--- src/rtl/lapb_w1_pkg.sv ---
// Package: shared constants and the decoded-frame record for the
// window-one sequencer. Assumes control fields of at most two octets.
package lapb_w1_pkg;
    localparam int SEQ_W  = 7;
    localparam int CTRL_W = 16;

    typedef enum logic [1:0] {
        FK_I = 2'd0,
        FK_S = 2'd1,
        FK_U = 2'd2
    } fkind_e;

    localparam logic [1:0] ST_RR  = 2'b00;
    localparam logic [1:0] ST_RNR = 2'b01;
    localparam logic [1:0] ST_REJ = 2'b10;
    localparam logic [1:0] ST_BAD = 2'b11;

    typedef struct packed {
        fkind_e           kind;
        logic [1:0]       stype;
        logic [SEQ_W-1:0] ns;
        logic [SEQ_W-1:0] nr;
        logic             pf;
    } dec_t;
endpackage

--- src/rtl/lapb_w1_decode.sv ---
// Module: splits a received control field into kind, S type, N(S), N(R)
// and P/F. Purely combinational. Assumes unnumbered frames always use
// a single octet.
module lapb_w1_decode
    import lapb_w1_pkg::*;
(
    input  logic              cfg_ext,
    input  logic [CTRL_W-1:0] ctrl,
    output dec_t              dec
);
    localparam int SHORT_W = 3;

    fkind_e kind;

    // classify the frame from its low bits
    always_comb begin
        if (!ctrl[0])      kind = FK_I;
        else if (!ctrl[1]) kind = FK_S;
        else               kind = FK_U;
    end

    // pick the field positions for the selected format
    always_comb begin
        dec       = '0;
        dec.kind  = kind;
        dec.stype = ctrl[3:2];
        if (cfg_ext && kind != FK_U) begin
            dec.ns = ctrl[7:1];
            dec.pf = ctrl[8];
            dec.nr = ctrl[15:9];
        end else begin
            dec.ns = {{(SEQ_W-SHORT_W){1'b0}}, ctrl[3:1]};
            dec.pf = ctrl[4];
            dec.nr = {{(SEQ_W-SHORT_W){1'b0}}, ctrl[7:5]};
        end
    end
endmodule

--- src/rtl/lapb_w1_timer.sv ---
// Module: retry timer. Counts while run is high and restarts on any
// received frame or transmitted I-frame. Raises expire for one cycle
// each time cfg_t1 cycles elapse. Assumes cfg_t1 >= 1.
module lapb_w1_timer #(
    parameter int TMR_W = 16
) (
    input  logic             clk,
    input  logic             rst_n,
    input  logic             run,
    input  logic             restart,
    input  logic [TMR_W-1:0] cfg_t1,
    output logic             expire
);
    logic [TMR_W-1:0] cnt;

    // expiry when the last count of the period is reached
    always_comb expire = run && !restart && (cnt == cfg_t1 - TMR_W'(1));

    // period counter
    always_ff @(posedge clk) begin
        if (!rst_n)                          cnt <= '0;
        else if (restart || !run || expire)  cnt <= '0;
        else                                 cnt <= cnt + TMR_W'(1);
    end

    AST_CNT_IN_PERIOD: assert property (@(posedge clk) disable iff (!rst_n)
        (run && cfg_t1 != '0 && $stable(cfg_t1)) |-> (cnt < cfg_t1));
endmodule

--- src/rtl/lapb_w1_core.sv ---
// Module: sequence state machine. Holds V(S), V(R), the ack, busy and
// retry state. Chooses supervisory requests and drives interrupts.
// Assumes at most one frame strobe per cycle and a decoded frame.
module lapb_w1_core
    import lapb_w1_pkg::*;
#(
    parameter int RETRY_W = 4
) (
    input  logic               clk,
    input  logic               rst_n,
    input  logic               cfg_ext,
    input  logic [RETRY_W-1:0] cfg_n2,
    input  logic               in_valid,
    input  dec_t               dec,
    input  logic               in_info,
    input  logic               cpu_rnr,
    input  logic               cpu_reset,
    input  logic               tx_i_sent,
    input  logic               tmr_expire,
    output logic               tmr_run,
    output logic               tx_s_req,
    output logic [1:0]         tx_s_type,
    output logic [SEQ_W-1:0]   tx_s_nr,
    output logic               tx_s_cmd,
    output logic               tx_s_pf,
    output logic               rx_i_accept,
    output logic               rx_u_fwd,
    output logic               irq_remote_busy,
    output logic               irq_remote_ready,
    output logic               irq_proto_err,
    output logic               irq_link_fail,
    output logic               remote_busy,
    output logic               ack_pending,
    output logic [SEQ_W-1:0]   vs,
    output logic [SEQ_W-1:0]   vr
);
    localparam logic [SEQ_W-1:0] MASK_SHORT = SEQ_W'(7);

    logic [SEQ_W-1:0]   seq_mask, vr_inc, vs_inc;
    logic [RETRY_W-1:0] retry;
    logic is_i, is_s, is_u, s_bad, nr_chk, nr_match, ack_now, nr_bad, in_seq;

    // modulus mask and incremented counters
    always_comb begin
        seq_mask = cfg_ext ? '1 : MASK_SHORT;
        vr_inc   = (vr + SEQ_W'(1)) & seq_mask;
        vs_inc   = (vs + SEQ_W'(1)) & seq_mask;
    end

    // frame class, N(R) evaluation and sequence test (bit 0 only)
    always_comb begin
        is_i     = in_valid && dec.kind == FK_I;
        is_s     = in_valid && dec.kind == FK_S;
        is_u     = in_valid && dec.kind == FK_U;
        s_bad    = is_s && (in_info || dec.stype == ST_BAD);
        nr_chk   = is_i || (is_s && !s_bad);
        nr_match = dec.nr[0] == vs[0];
        ack_now  = nr_chk && ack_pending && nr_match;
        nr_bad   = nr_chk && !ack_pending && !nr_match;
        in_seq   = dec.ns[0] == vr[0];
    end

    // the timer runs while waiting for an ack or while the far end is busy
    always_comb tmr_run = (ack_pending || remote_busy) && !irq_link_fail;

    // link state, responses and interrupts
    always_ff @(posedge clk) begin
        if (!rst_n || cpu_reset) begin
            vs <= '0;  vr <= '0;  retry <= '0;
            ack_pending <= 1'b0;  remote_busy <= 1'b0;  irq_link_fail <= 1'b0;
            tx_s_req <= 1'b0;  tx_s_type <= ST_RR;  tx_s_nr <= '0;
            tx_s_cmd <= 1'b0;  tx_s_pf <= 1'b0;
            rx_i_accept <= 1'b0;  rx_u_fwd <= 1'b0;
            irq_remote_busy <= 1'b0;  irq_remote_ready <= 1'b0;  irq_proto_err <= 1'b0;
        end else begin
            tx_s_req <= 1'b0;  tx_s_type <= ST_RR;  tx_s_nr <= vr;
            tx_s_cmd <= 1'b0;  tx_s_pf <= 1'b0;
            rx_i_accept <= 1'b0;  rx_u_fwd <= 1'b0;
            irq_remote_busy <= 1'b0;  irq_remote_ready <= 1'b0;
            irq_proto_err <= s_bad || nr_bad;
            if (is_i) begin
                tx_s_req <= 1'b1;
                tx_s_pf  <= dec.pf;
                if (cpu_rnr) begin
                    tx_s_type <= ST_RNR;
                end else if (in_seq) begin
                    rx_i_accept <= 1'b1;
                    vr          <= vr_inc;
                    tx_s_nr     <= vr_inc;
                end
            end else if (is_u) begin
                rx_u_fwd <= 1'b1;
            end else if (is_s && !s_bad) begin
                remote_busy      <= dec.stype == ST_RNR;
                irq_remote_busy  <= dec.stype == ST_RNR && !remote_busy;
                irq_remote_ready <= dec.stype != ST_RNR && remote_busy;
            end else if (tmr_expire) begin
                if (ack_pending && retry >= cfg_n2) begin
                    irq_link_fail <= 1'b1;
                end else begin
                    tx_s_req <= 1'b1;
                    tx_s_cmd <= 1'b1;
                    tx_s_pf  <= 1'b1;
                    if (ack_pending) retry <= retry + RETRY_W'(1);
                end
            end
            if (ack_now) begin
                ack_pending <= 1'b0;
                retry       <= '0;
            end else if (tx_i_sent && !ack_pending && !irq_link_fail) begin
                vs          <= vs_inc;
                ack_pending <= 1'b1;
                retry       <= '0;
            end
        end
    end

    AST_BUSY_DROPS_I: assert property (@(posedge clk) disable iff (!rst_n)
        (is_i && cpu_rnr && !cpu_reset) |=> (!rx_i_accept && tx_s_req && tx_s_type == ST_RNR));
    AST_ACCEPT_ADVANCES: assert property (@(posedge clk) disable iff (!rst_n)
        rx_i_accept |-> (vr != $past(vr)));
    AST_U_KEEPS_VR: assert property (@(posedge clk) disable iff (!rst_n)
        rx_u_fwd |-> (vr == $past(vr)));
    AST_BUSY_EDGE_IRQ: assert property (@(posedge clk) disable iff (!rst_n)
        irq_remote_busy |-> (remote_busy && !$past(remote_busy)));
    AST_FAIL_STICKY: assert property (@(posedge clk) disable iff (!rst_n)
        (irq_link_fail && !cpu_reset) |=> irq_link_fail);
    AST_FAIL_NO_POLL: assert property (@(posedge clk) disable iff (!rst_n)
        (irq_link_fail && !in_valid && !cpu_reset) |=> !tx_s_req);
endmodule

--- src/rtl/lapb_w1_seq.sv ---
// Module: top of the window-one link sequencer. Wires decoder, retry
// timer and state core. Assumes frames arrive already address-matched
// and FCS-checked, at most one per cycle.
module lapb_w1_seq
    import lapb_w1_pkg::*;
#(
    parameter int TMR_W   = 16,
    parameter int RETRY_W = 4
) (
    input  logic               clk,
    input  logic               rst_n,
    input  logic               cfg_ext,
    input  logic [TMR_W-1:0]   cfg_t1,
    input  logic [RETRY_W-1:0] cfg_n2,
    input  logic               cpu_rnr,
    input  logic               cpu_reset,
    input  logic               rx_valid,
    input  logic [15:0]        rx_ctrl,
    input  logic               rx_info,
    input  logic               tx_i_sent,
    output logic               tx_s_req,
    output logic [1:0]         tx_s_type,
    output logic [6:0]         tx_s_nr,
    output logic               tx_s_cmd,
    output logic               tx_s_pf,
    output logic               rx_i_accept,
    output logic               rx_u_fwd,
    output logic               irq_remote_busy,
    output logic               irq_remote_ready,
    output logic               irq_proto_err,
    output logic               irq_link_fail,
    output logic               remote_busy,
    output logic               ack_pending,
    output logic [6:0]         vs,
    output logic [6:0]         vr
);
    dec_t dec;
    logic tmr_run, tmr_expire, tmr_restart;

    // any frame or transmitted I-frame restarts the timer
    always_comb tmr_restart = rx_valid || tx_i_sent;

    lapb_w1_decode u_dec (
        .cfg_ext (cfg_ext),
        .ctrl    (rx_ctrl),
        .dec     (dec)
    );

    lapb_w1_timer #(.TMR_W(TMR_W)) u_tmr (
        .clk     (clk),
        .rst_n   (rst_n),
        .run     (tmr_run),
        .restart (tmr_restart),
        .cfg_t1  (cfg_t1),
        .expire  (tmr_expire)
    );

    lapb_w1_core #(.RETRY_W(RETRY_W)) u_core (
        .clk              (clk),
        .rst_n            (rst_n),
        .cfg_ext          (cfg_ext),
        .cfg_n2           (cfg_n2),
        .in_valid         (rx_valid),
        .dec              (dec),
        .in_info          (rx_info),
        .cpu_rnr          (cpu_rnr),
        .cpu_reset        (cpu_reset),
        .tx_i_sent        (tx_i_sent),
        .tmr_expire       (tmr_expire),
        .tmr_run          (tmr_run),
        .tx_s_req         (tx_s_req),
        .tx_s_type        (tx_s_type),
        .tx_s_nr          (tx_s_nr),
        .tx_s_cmd         (tx_s_cmd),
        .tx_s_pf          (tx_s_pf),
        .rx_i_accept      (rx_i_accept),
        .rx_u_fwd         (rx_u_fwd),
        .irq_remote_busy  (irq_remote_busy),
        .irq_remote_ready (irq_remote_ready),
        .irq_proto_err    (irq_proto_err),
        .irq_link_fail    (irq_link_fail),
        .remote_busy      (remote_busy),
        .ack_pending      (ack_pending),
        .vs               (vs),
        .vr               (vr)
    );
endmodule

--- config.mk ---
export PLATFORM = sky130hd
export DESIGN_NAME = lapb_w1_seq
export DESIGN_NICKNAME = d
export VERILOG_FILES = /design/src/rtl/lapb_w1_pkg.sv /design/src/rtl/lapb_w1_decode.sv /design/src/rtl/lapb_w1_timer.sv /design/src/rtl/lapb_w1_core.sv /design/src/rtl/lapb_w1_seq.sv
export SDC_FILE = /design/constraint.sdc
export NUM_CORES = 1
export LEC_CHECK = 0
export CAP_MARGIN = 10
export CORE_MARGIN = 2
export CORE_UTILIZATION = 30
export CTS_CLUSTER_SIZE = 40
export DETAILED_ROUTE_END_ITERATION = 6
export DONT_BUFFER_PORTS = 1
export PLACE_DENSITY = 0.46
export SYNTH_ARGS = -nofsm -noshare
export SYNTH_HDL_FRONTEND = slang
export SYNTH_HIERARCHICAL = 1
export SYNTH_SLANG_ARGS = --single-unit
--- constraint.sdc ---
create_clock -name clk -period 5 [get_ports clk]
set_input_delay 0.75 -clock clk [delete_from_list [all_inputs] [get_ports clk]]
set_output_delay 0.75 -clock clk [all_outputs]
set_load 0.05 [all_outputs]
==> impl_metrics.yaml, run 1 <==
grt:
  grt_antenna_before_repair: 0
  globalRouteMet3Util_pct: 3.696
  grt_pass1_wl_um: 10370
  globalRoute.busiestLayer: "met2"
  overflow: 0
  use_met1_pct: 15.91
  grt_usage_pct: 12.34
  grt_pass1_vias: 2130
  grt_max_degree: 17
  use_met2_pct: 20.25
setup_path:
  critPathKind: "in -> reg"
  r2r.worst_path.cells: 10
  cp_slowest_cell: "a2111oi_0"
  worstSetupEndpointType: "register"
  crit_path_max_incr_delay_ns: 0.54
  cp_num_buf_inv: 1
  cp_top_family: "simple AND/OR/NAND/NOR gates"
  cp_cell_sequence: "inv_1, ha_1, nand2b_1, or4_1, a2111oi_0, o211ai_2, nor4_4, and2_1, nand2_1, a2111oi_4, or4b_1, a21oi_1"
  cp-start-kind: "primary input"
  arrival_ns: 4.12
  cp_num_cells: 12
  cp_max_fo: 7
  worstPathRequired_ns: 5.22
sta:
  clock_skew_ns: 0.007792
  worst_pin_slew_ns: 1.145
  fin_crit_ns: 3.894
  fmax_ghz: 0.2568
  hold_ws_ns: 0.4888
  rsz0062_at_grt: "no"
  hold_viol: 0
  finalSetupTns_ns: 0
  finalMaxSlewViolations: 0
  setup_violations: 0
  maxSlewHeadroom_pct: 23.57
  setup_slack_ns: 1.106
  fin_crit_sh_pct: 77.89
status:
  status: "complete, no violations"
yosys:
  synth_nets: 383
  syn_area_um2: 2962
  postSynthCellCount: 330
  syn_area_per_cell_um2: 8.975
  yosysWarningCount: 6
clock_network:
  cts-root-buf: "clkbuf_8"
  clkLatencyLatePin_ns: 0.29
  cts-hold-fix-buffers: 0
  cts_tree: "yes"
  numClockSinks: 46
  cts_buffers: 5
  clock_path_buffers: 2
  cts.reportedPaths.clkPinSlew_ns: 0.08
  cts_resized: 0
  cts.htree.levels: 2
  post-cts-setup-buffers: 0
hold_path:
  min_path_type: "reg -> reg"
  whs_path_depth: 2
detailed_routing:
  via_per_inst: 4.914
  vias: 2216
  routed_wl_um: 6363
  drc_errors: 0
  dr.pass1.iters: 4
  ant_nets: 0
  avgRoutedWirePerCell_um: 14.11
  first_iter_violations: 42
cells_and_area:
  drive_gt1_share_pct: 9.434
  final_net_count: 371
  area_growth_pct: 3.464
  num_antenna_cells: 0
  instances_no_fill: 451
floorplanning:
  core_um2: 9684
  die_y_um: 103.4
  core.rowCount: 36
  start_util_pct: 30.58
  fp.dieW_um: 103.4
  ioPinCount: 78
  dieArea_um2: 10680
power_and_ir_drop:
  irDropWorstVdd_mv: 0.1051
  p_leak_nw: 0.9970
  power_uw: 652.8
  powerDensity_nw_per_um2: 213.1
place:
  place_ws_ns: 0.8022
  dp_hpwl_um: 4988
  gp_congestion: 0.7658
  port_buffers: 0
  dp_cells: 444
flow_run:
  maxCapViolCount: 0
-- final timing paths --
kind	startpoint	to	slack, ns
max	cfg_t1[0]	u_core/retry[3]$_SDFFE_PP0P_	1.11
min	u_core/retry[3]$_SDFFE_PP0P_	u_core/retry[3]$_SDFFE_PP0P_	0.49
max reg2reg	u_tmr/cnt[10]$_SDFF_PP0_	u_core/retry[3]$_SDFFE_PP0P_	1.53
min reg2reg	u_core/retry[3]$_SDFFE_PP0P_	u_core/retry[3]$_SDFFE_PP0P_	0.49
-- routing by layer --
metal  share of wire, %  wire [um]  vias up
li1                   -          -     1150
met1                 48       3037     1005
met2                 45       2842       56
met3                6.6        418        5
met4                1.0         64        0
met5                  0          0        -
-- layout by cell type (no fill, tap or decap), drive strengths merged, types with 3 or more instances in the layout --
master	count
or4	4
mux2	3
nand3	15
mux2i	5
nor2b	11
a2111oi	4
nor3b	4
xnor2	27
o41ai	3
o31ai	5
nor2	22
nand2	12
ha	9
nand4	7
o22ai	4
and3	12
and2	3
clkbuf	7
or2	4
nor3	20
a21oi	13
o21ai	7
xor2	15
nand2b	5
or4b	3
dfxtp	46
inv	15
nor4	5
or3	4
-- stage by stage --
step                      util (%)  instance area (um2)
final                        31.64                 3064
after global routing         31.64                 3064
after CTS                    31.64                 3064
after detailed placement     30.85                 2988
after global placement       30.85                 2988
after floorplan                  -                 2962
-- registers in the layout, indices dropped and copies added, names as in the netlist --
register and count:
u_tmr/cnt 16, u_core/vr 7, u_core/vs 7, u_core/retry 4, u_core/ack_pending 1, u_core/irq_link_fail 1
u_core/irq_proto_err 1, u_core/irq_remote_busy 1, u_core/irq_remote_ready 1, u_core/remote_busy 1, u_core/rx_i_accept 1, u_core/rx_u_fwd 1
u_core/tx_s_cmd 1, u_core/tx_s_pf 1, u_core/tx_s_req 1, u_core/tx_s_type 1
-- layout make-up --
| type | count | area (um2) |
|---|---|---|
| clock buffers | 7 | 76.32 |
| fillers | 1035 | 6620 |
| inverters | 15 | 56.30 |
| multi-input cells | 249 | 1837 |
| flip-flops and latches | 46 | 920.9 |
| well taps | 133 | 166.4 |
| repair buffers | 1 | 7.507 |
-- tightest hold or removal path: stages, from the launching register on --
cell	delay, ns
dfxtp_1	0.33
o41ai_1	0.06
a21oi_1	0.06
-- power by group --
group,switching [mW],total [mW],internal (mW)
combinational,0.0359,0.0610,0.0250
clock,0.116,0.212,0.0965
sequential,0.0115,0.380,0.368
(Power assumes the default switching activity.)
==> run 2, diff against run 1 <==
--- a/config.mk
+++ b/config.mk
@@ -5,13 +5,14 @@
 export SDC_FILE = /design/constraint.sdc
 export NUM_CORES = 1
 export LEC_CHECK = 0
+export ABC_AREA = 1
 export CAP_MARGIN = 10
 export CORE_MARGIN = 2
 export CORE_UTILIZATION = 30
 export CTS_CLUSTER_SIZE = 40
 export DETAILED_ROUTE_END_ITERATION = 6
 export DONT_BUFFER_PORTS = 1
-export PLACE_DENSITY = 0.46
+export PLACE_DENSITY = 0.47
 export SYNTH_ARGS = -nofsm -noshare
 export SYNTH_HDL_FRONTEND = slang
 export SYNTH_HIERARCHICAL = 1
==> constraint.sdc (replaced) <==
create_clock -name clk -period 3.5 [get_ports clk]
set_input_delay 0.525 -clock clk [delete_from_list [all_inputs] [get_ports clk]]
set_output_delay 0.525 -clock clk [all_outputs]
set_load 0.05 [all_outputs]
==> run 2 against run 1 <==
Effect of this change: combinational power up 66%; sequential power up 43%; area after synthesis rose by 2.2%; via count rose by 14%; first-iteration DRC count grew 71%; clock-buffer cell count fell by 1; largest power group unchanged; worst hold slack lost 0.18 ns.
==> impl_metrics.yaml, run 2 <==
setup_path:
  r2r-start: "u_tmr/cnt[0]$_SDFF_PP0_"
  cp-endpoint: "u_core/retry[0]$_SDFFE_PP0P_"
  cp-start-kind: "primary input"
  worst-r2r-setup-slack_ns: 1.43
  cp_max_fo: 4
  r2r.worst_path.cells: 15
  r2r_end: "u_core/retry[0]$_SDFFE_PP0P_"
  arrival_ns: 2.50
  crit_path_start: "cfg_t1[0]"
  worstPathRequired_ns: 3.68
  critPathKind: "in -> reg"
  worstSetupEndpointType: "register"
power_and_ir_drop:
  powerDensity_nw_per_um2: 344.5
  p_leak_nw: 1.371
  irDropWorstVdd_mv: 0.2675
  power_mw: 1.126
grt:
  grt_pass1_vias: 2504
  grt_usage_pct: 12.24
  grt_antenna_before_repair: 0
  grt_max_degree: 17
  overflow: 0
  grt_pass1_wl_um: 11150
detailed_routing:
  dr.pass1.iters: 4
  vias: 2537
  routed_wl_um: 6455
  drc_errors: 0
  via_per_inst: 4.367
  avgRoutedWirePerCell_um: 11.11
  ant_nets: 0
  first_iter_violations: 72
sta:
  fin_crit_sh_pct: 66.33
  worst_pin_slew_ns: 1.067
  setup_violations: 0
  clock_skew_ns: 0.009584
  maxSlewHeadroom_pct: 28.75
  rsz0062_at_grt: "no"
  finalMaxSlewViolations: 0
  fin_crit_ns: 2.321
  fmax_ghz: 0.4308
  hold_ws_ns: 0.3064
  finalSetupTns_ns: 0
  hold_viol: 0
place:
  dp_hpwl_um: 5192
  dp_cells: 573
  gp_congestion: 0.7781
  port_buffers: 0
floorplanning:
  start_util_pct: 30.97
  ioPinCount: 78
  die_y_um: 104.4
  dieArea_um2: 10910
  core_um2: 9774
  fp.dieW_um: 104.4
  core.rowCount: 36
clock_network:
  post-cts-setup-buffers: 0
  cts.reportedPaths.clkPinSlew_ns: 0.08
  cts.htree.levels: 2
  cts_buffers: 5
  cts-root-buf: "clkbuf_8"
  clkLatencyLatePin_ns: 0.29
  cts_resized: 0
  cts-hold-fix-buffers: 0
  cts_tree: "yes"
  numClockSinks: 46
  clock_path_buffers: 2
yosys:
  syn_area_um2: 3027
  postSynthCellCount: 448
  syn_area_per_cell_um2: 6.756
  yosysWarningCount: 6
  synth_nets: 501
cells_and_area:
  num_antenna_cells: 0
  final_net_count: 500
  largest_registers: "u_tmr/cnt: 16 flops, u_core/vr: 7 flops, u_core/vs: 7 flops"
  layout_common_cells: "nand2_1, inv_1, nor2_1, dfxtp_1, nand3_1"
  area_growth_pct: 7.978
  largest_reg_flops: 16
  final_common_cell: "nand2_1"
  drive_gt1_share_pct: 11.61
  final_util_pct: 33.44
  instances_no_fill: 581
  regMostFlops: "u_tmr/cnt"
hold_path:
  min-delay-start: "rx_ctrl[3]"
  min_path_type: "in -> reg"
flow_run:
  maxCapViolCount: 0
status:
  status: "complete, no violations"
==> run 2: power breakdown <==
| group | total [mW] | leakage [nW] | switching (mW) | internal (mW) |
|---|---|---|---|---|
| Sequential | 0.543 | 0.371 | 0.0163 | 0.527 |
| Clock | 0.482 | 0.0714 | 0.177 | 0.305 |
| Combinational | 0.101 | 0.929 | 0.0657 | 0.0353 |
| Total | 1.13 | 1.37 | 0.259 | 0.867 |
==> run 2: layer usage <==
layer,vias up,track usage [%],share of wire (%)
li1,1378,-,-
met1,1097,15.15,47
met2,60,20.59,45
met3,2,4.073,8.0
met4,0,2.703,0.26
met5,-,0,0
==> run 2: layout make-up <==
type                       instances  area [um2]
sequential                        46       920.9
multi-input combinational        321        1740
timing repair buffer               6       45.04
clock inverter                     2       60.06
inverter                          67       252.7
tap                              133       166.4
clock buffer                       6       82.58
fill                            1084        6506
==> run 2: through the flow <==
stage	setup slack [ns]	instance area, um2
2_1_floorplan	1.301	3027
3_3_place_gp	0.8589	3126
3_5_place_dp	0.8534	3126
4_1_cts	1.158	3268
5_1_grt	0.7119	3268
6_report	1.179	3268
==> run 2: worst max-delay path, cell delays in order <==
cell      delay (ns)
inv_1           0.09
ha_1            0.23
nand2_1         0.13
inv_1           0.08
nand3_1         0.15
o21bai_1        0.18
nand3_1         0.09
nor2_1          0.14
nand4_2         0.16
nor2_1          0.21
nand2_1         0.12
inv_1           0.16
nand3_1         0.11
nand2_1         0.08
a21oi_1         0.05
==> run 2: worst min-delay path by stage <==
stage	end	slack, ns	cells after the start
3_3_place_gp	u_core/retry[3]$_SDFFE_PP0P_	0.48	2
4_1_cts	u_core/irq_remote_busy$_SDFF_PP0_	0.29	1
3_5_place_dp	u_core/retry[3]$_SDFFE_PP0P_	0.48	2
2_1_floorplan	u_tmr/cnt[0]$_SDFF_PP0_	0.45	1
6_report	u_core/irq_remote_busy$_SDFF_PP0_	0.31	1
5_1_grt	u_core/irq_remote_busy$_SDFF_PP0_	0.28	1
